<file path="src/rtl/hb_pkg.sv">
package hb_pkg;
  localparam int NSTG  = 5;  // number of decimate-by-two stages
  localparam int CF    = 8;  // coefficient fraction bits (Q8)
  localparam int IN0_W = 2;  // width of the mapped +1/-1 level

  // number of non-zero off-centre coefficient pairs in a stage
  function automatic int pairs(input int s);
    case (s)
      0:       return 1;
      1, 2:    return 2;
      default: return 3;
    endcase
  endfunction

  // coefficient of pair i (pair 0 sits next to the centre tap)
  function automatic int coef(input int s, input int i);
    case (pairs(s))
      1: return 64;
      2: return (i == 0) ? 80 : -16;
      default: begin
        case (i)
          0:       return 84;
          1:       return -26;
          default: return 6;
        endcase
      end
    endcase
  endfunction

  // data width into stage s; each stage grows by CF+1 bits
  function automatic int stage_in_w(input int s);
    return IN0_W + s * (CF + 1);
  endfunction
endpackage

</file>
<file path="src/rtl/hb_stage.sv">
module hb_stage #(
  parameter int STAGE = 0,
  parameter int IW    = 2,
  parameter int OW    = IW + hb_pkg::CF + 1
) (
  input  logic                 clk,
  input  logic                 rst,
  input  logic                 in_valid,
  input  logic signed [IW-1:0] in_data,
  output logic                 out_valid,
  output logic signed [OW-1:0] out_data
);
  localparam int P  = hb_pkg::pairs(STAGE);
  localparam int L  = 4 * P - 1;   // filter length
  localparam int C  = 2 * P - 1;   // centre tap index
  localparam int CF = hb_pkg::CF;

  logic signed [IW-1:0] dl  [1:L-1];
  logic signed [IW-1:0] win [0:L-1];
  logic signed [OW-1:0] acc;
  logic                 ph;
  logic                 fire;   // this accepted sample completes a pair

  // one multiply per mirrored pair, operands pre-added
  function automatic logic signed [OW-1:0] pair_term(
    input logic signed [IW-1:0] a, input logic signed [IW-1:0] b, input int c);
    logic signed [OW-1:0] sum;
    sum = OW'(a) + OW'(b);
    return OW'(c) * sum;
  endfunction

  always_comb begin
    win[0] = in_data;
    for (int k = 1; k < L; k++) win[k] = dl[k];
  end

  // centre tap 0.5 as a shift; even-offset zero taps never touched
  always_comb begin
    acc = OW'(win[C]) <<< (CF - 1);
    for (int i = 0; i < P; i++)
      acc = acc + pair_term(win[C-1-2*i], win[C+1+2*i], hb_pkg::coef(STAGE, i));
  end

  assign fire = in_valid && ph;

  always_ff @(posedge clk) begin
    if (rst) begin
      for (int k = 1; k < L; k++) dl[k] <= '0;
      ph        <= 1'b0;
      out_valid <= 1'b0;
      out_data  <= '0;
    end else begin
      out_valid <= fire;
      if (in_valid) begin
        dl[1] <= in_data;
        for (int k = 2; k < L; k++) dl[k] <= dl[k-1];
        ph <= ~ph;
      end
      if (fire) out_data <= acc;
    end
  end

  // first sample of a pair gives no result, second gives one
  a_r2_first_silent: assert property (@(posedge clk) disable iff (rst)
    (in_valid && !ph) |=> !out_valid);
  a_r2_second_fires: assert property (@(posedge clk) disable iff (rst)
    (in_valid && ph) |=> out_valid);
  // strobe lasts one clock
  a_r3_pulse: assert property (@(posedge clk) disable iff (rst)
    out_valid |=> !out_valid);
  // without a completing sample the result is held
  a_r7_hold: assert property (@(posedge clk) disable iff (rst)
    !(in_valid && ph) |=> $stable(out_data));
  // nothing emerges on the first clock after reset
  a_r9_quiet: assert property (@(posedge clk) disable iff (rst)
    $past(rst) |-> !out_valid);
endmodule

</file>
<file path="src/rtl/hb_decim_chain.sv">
module hb_decim_chain #(
  parameter int OUT_W = 24
) (
  input  logic                    clk,
  input  logic                    rst,
  input  logic                    bit_valid,
  input  logic                    bit_in,
  output logic                    out_valid,
  output logic signed [OUT_W-1:0] out_data
);
  localparam int NSTG = hb_pkg::NSTG;
  localparam int FW   = hb_pkg::stage_in_w(NSTG - 1) + hb_pkg::CF + 1;
  localparam int SH   = FW - OUT_W;

  for (genvar s = 0; s < NSTG; s++) begin : g_stg
    localparam int IW = hb_pkg::stage_in_w(s);
    localparam int OW = IW + hb_pkg::CF + 1;
    logic                 v_in;
    logic signed [IW-1:0] d_in;
    logic                 v_out;
    logic signed [OW-1:0] d_out;
    if (s == 0) begin : g_first
      assign v_in = bit_valid;
      assign d_in = $signed({{(IW-1){~bit_in}}, 1'b1});   // 1 -> +1, 0 -> -1
    end else begin : g_next
      assign v_in = g_stg[s-1].v_out;
      assign d_in = g_stg[s-1].d_out;
    end
    hb_stage #(.STAGE(s), .IW(IW), .OW(OW)) u_stage (
      .clk(clk), .rst(rst), .in_valid(v_in), .in_data(d_in),
      .out_valid(v_out), .out_data(d_out)
    );
  end

  logic signed [FW-1:0] last_res;
  logic signed [FW:0]   rnd_full;
  logic                 rnd_fits;

  function automatic logic signed [FW:0] round_half_up(input logic signed [FW-1:0] v);
    logic signed [FW:0] t;
    t = (FW+1)'(v) + ((FW+1)'(1) <<< (SH - 1));
    return t >>> SH;
  endfunction

  assign last_res  = g_stg[NSTG-1].d_out;
  assign rnd_full  = round_half_up(last_res);
  assign rnd_fits  = (rnd_full[FW:OUT_W-1] == '0) || (rnd_full[FW:OUT_W-1] == '1);
  assign out_data  = rnd_full[OUT_W-1:0];
  assign out_valid = g_stg[NSTG-1].v_out;

  // rounded result never needs more than OUT_W bits
  a_r10_no_overflow: assert property (@(posedge clk) disable iff (rst)
    out_valid |-> rnd_fits);
  // output word is cleared on the clock after reset
  a_r9_clear: assert property (@(posedge clk) disable iff (rst)
    $past(rst) |-> (out_data == '0));
endmodule

</file>
<file path="config.mk">
export PLATFORM = sky130hd
export DESIGN_NAME = hb_decim_chain
export DESIGN_NICKNAME = d
export VERILOG_FILES = /design/src/rtl/hb_pkg.sv /design/src/rtl/hb_stage.sv /design/src/rtl/hb_decim_chain.sv
export SDC_FILE = /design/constraint.sdc
export NUM_CORES = 2
export LEC_CHECK = 0
export BUFFER_PORTS_ARGS = -buffer_cell sky130_fd_sc_hd__buf_2
export CORE_ASPECT_RATIO = 0.8
export CORE_MARGIN = 2
export CORE_UTILIZATION = 55
export CTS_CLUSTER_SIZE = 40
export DETAILED_ROUTE_END_ITERATION = 8
export GPL_ROUTABILITY_DRIVEN = 0
export MAX_ROUTING_LAYER = met4
export PLACE_DENSITY = 0.79
export SETUP_SLACK_MARGIN = 0.2
export SLEW_MARGIN = 20
export SYNTH_ARGS = -nofsm -noshare
export SYNTH_HDL_FRONTEND = slang
export SYNTH_HIERARCHICAL = 1
export SYNTH_SLANG_ARGS = --single-unit
</file>
<file path="constraint.sdc">
create_clock -name clk -period 10.3 [get_ports clk]
set_clock_uncertainty 0.05 [all_clocks]
set_input_delay 0 -clock clk [delete_from_list [all_inputs] [get_ports clk]]
set_output_delay 0 -clock clk [all_outputs]
set_load 0.01 [all_outputs]
</file>
==> metrics.md <==
| Metric | Value |
|---|---|
| Relative slew slack | `roughly 17%` |
| Final ANT Viol Nets | `0` |
| Maximum clock insertion buffer count | `3` |
| Die area | `0.148 mm^2` |
| TNS Setup | `0 ns` |
| Largest net degree at the start of global routing | `292` |
| Clock-pin transition on the worst setup and hold timing paths | `0.07 ns` |
| Mapped cell area | `0.0797 mm^2` |
| Worst EP arrival | `10.31 ns` |
| WL/cell | `17.9 um` |
| Max-slew violation count | `0` |
| CTS Buf Count | `100` |
| Worst-Skew Late Latency | `0.75 ns` |
| CP required | `10.87 ns` |
| Vias in the first global route | `54962` |
| Fin. Hold Viols | `0` |
| Fin crit period | `a little under 10 ns` |
| Core ar. | `0.143 mm^2` |
| Syn avg cell area | `10.1 um^2` |
| Chip width | `430 um` |
| CP max stage delay | `0.53 ns` |
| Final WS setup | `0.551 ns` |
| First-pass DRT Iterations | `6` |
| Fin nets | `9241` |
| TritonCTS clock tree | `yes` |
| Initial antenna violation count | `4` |
| First-iteration detailed-routing DRC count | `roughly 5200` |
| H-tree levels | `3` |
| Die height | `345 um` |
| IO Port Bufs | `28` |
| Root buf cell | `clkbuf_16` |
| DP Worst Slack | `0.198 ns` |
| Yosys warnings | `6` |
| Startpoint Class | `flip-flop` |
| Ratio of cells with drive above 1 in the final layout | `4.83%` |
| Final cycle utilization of the critical path | `94.7%` |
| IO Count | `29` |
| Slew @ Worst Pin | `1.22 ns` |
| Vias per cell | `5.70` |
| Final setup fails | `0` |
| Highest Clock Rate | `103 MHz` |
| MaxCap Viol Count | `0` |
| Crit-path most repeated cell | `a21o_1` |
| Routed WL | `177000 um` |
| Hold Path Class | `input port to flip-flop` |
| DR DRC count | `0` |
| Vias | `56190` |
| Area Growth Syn to Fin | `7.69%` |
| CP Capture Type | `flip-flop` |
| Post-DP HPWL | `135000 um` |
| Slowest-stage cell, CP | `fa_1` |
| # clock sinks | `977` |
| GR Overflow Total | `0` |
| Unrepaired setup endpoints after global routing | `no` |
| Tot GR Track Use | `24.4%` |
| Crit path max fanout | `4` |
| Global-route wire length before repair | `284000 um` |
| Starting Density | `55.6%` |
| Row cnt | `124` |
| Crit path kind | `flip-flop to flip-flop` |
| Cells after Synth | `7877` |
| Status | `complete, no violations` |
## stage by stage
step / hold WS [ns] / utilization, % / cells / cell area (um^2)
global route: 0.152 / 59.9 / 9859 / 85900
finish: 0.154 / 59.9 / 9861 / 85900
detailed placement: 0.331 / 57.1 / 9655 / 81800
floorplan: 0.0146 / - / 7889 / 79800
global placement: 0.323 / 57.1 / 9655 / 81800
CTS: 0.115 / 59.6 / 9847 / 85500
## registers in the layout, summed over array words and instances, names as in the netlist
name / cells
g_stg.u_stage/out_data: 107
g_stg.u_stage/out_valid: 5
g_stg.u_stage/ph: 5
g_stg.u_stage/dl: 860
## placed cells by master, fill, tap and decap left out, types with 24 or more instances in the layout
master,n
nor2_1,310
and2_1,887
nand2b_1,83
nand2_1,285
or3_1,25
clkbuf_16,108
o21ai_1,37
o211ai_1,25
a211oi_1,43
o21bai_1,96
xor2_1,186
fa_1,333
nand4_1,42
nor2b_1,56
buf_4,37
inv_1,1110
a21oi_1,459
xnor2_1,382
o21a_1,95
o21ai_0,266
a21o_1,295
ha_1,1015
edfxtp_1,860
nand3_1,106
a31oi_1,48
o31ai_1,24
dfxtp_1,117
nor3_1,66
buf_2,28
and3_1,51
## worst paths after layout
path | to | from | slack, ns | cells past startpoint
setup reg to reg | g_stg[4].u_stage/out_data[46] | g_stg[4].u_stage/dl[8][1] | 0.55 | 48
hold / removal | g_stg[0].u_stage/out_data[6] | bit_valid | 0.15 | 4
hold reg to reg | g_stg[1].u_stage/out_data[17] | g_stg[1].u_stage/out_data[17] | 0.42 | 2
setup / recovery | g_stg[4].u_stage/out_data[46] | g_stg[4].u_stage/dl[8][1] | 0.55 | 48
## layer usage
layer  wire (um)  global-route usage [%]  vias to the layer above
li1            -                       -                    27106
met1       81200                    33.9                    26994
met2       78300                    37.6                     1776
met3       13000                    3.48                      314
met4        4430                    6.18                        0
met5           0                       -                        -
## cell type report
class | count | area, um^2
diodes | 3 | 7.51
clock buffers | 127 | 2860
clock inverters | 60 | 742
fillers | 11545 | 57500
inverters | 1111 | 4170
multi-input cells | 5619 | 47000
flip-flops and latches | 977 | 28200
well taps | 1890 | 2360
repair buffers | 74 | 548
## what timing repair did
action / 4_1_cts / 5_1_grt
endpoints found under the setup margin: 2 / 17
endpoints found under the hold margin: 30 / 0
hold buffers: 5 / 0
resized for setup: 1 / 63
gates cloned: 0 / 0
buffers inserted: 0 / 11
pin swaps: 0 / 21
## worst max-delay path: cells and delay by family, from the launching register on
family | cells | cell delay, ns
AOI/OAI and AO/OA | 27 | 4.62
buffers and inverters | 6 | 0.53
DFF | 1 | 0.41
and+or+nand+nor | 2 | 0.21
xor gates and xnor gates | 5 | 0.86
adders and majority gates | 8 | 2.96
Power is not shown: default switching activity piles up to over one toggle a cycle in this logic, so the estimate is an artifact.
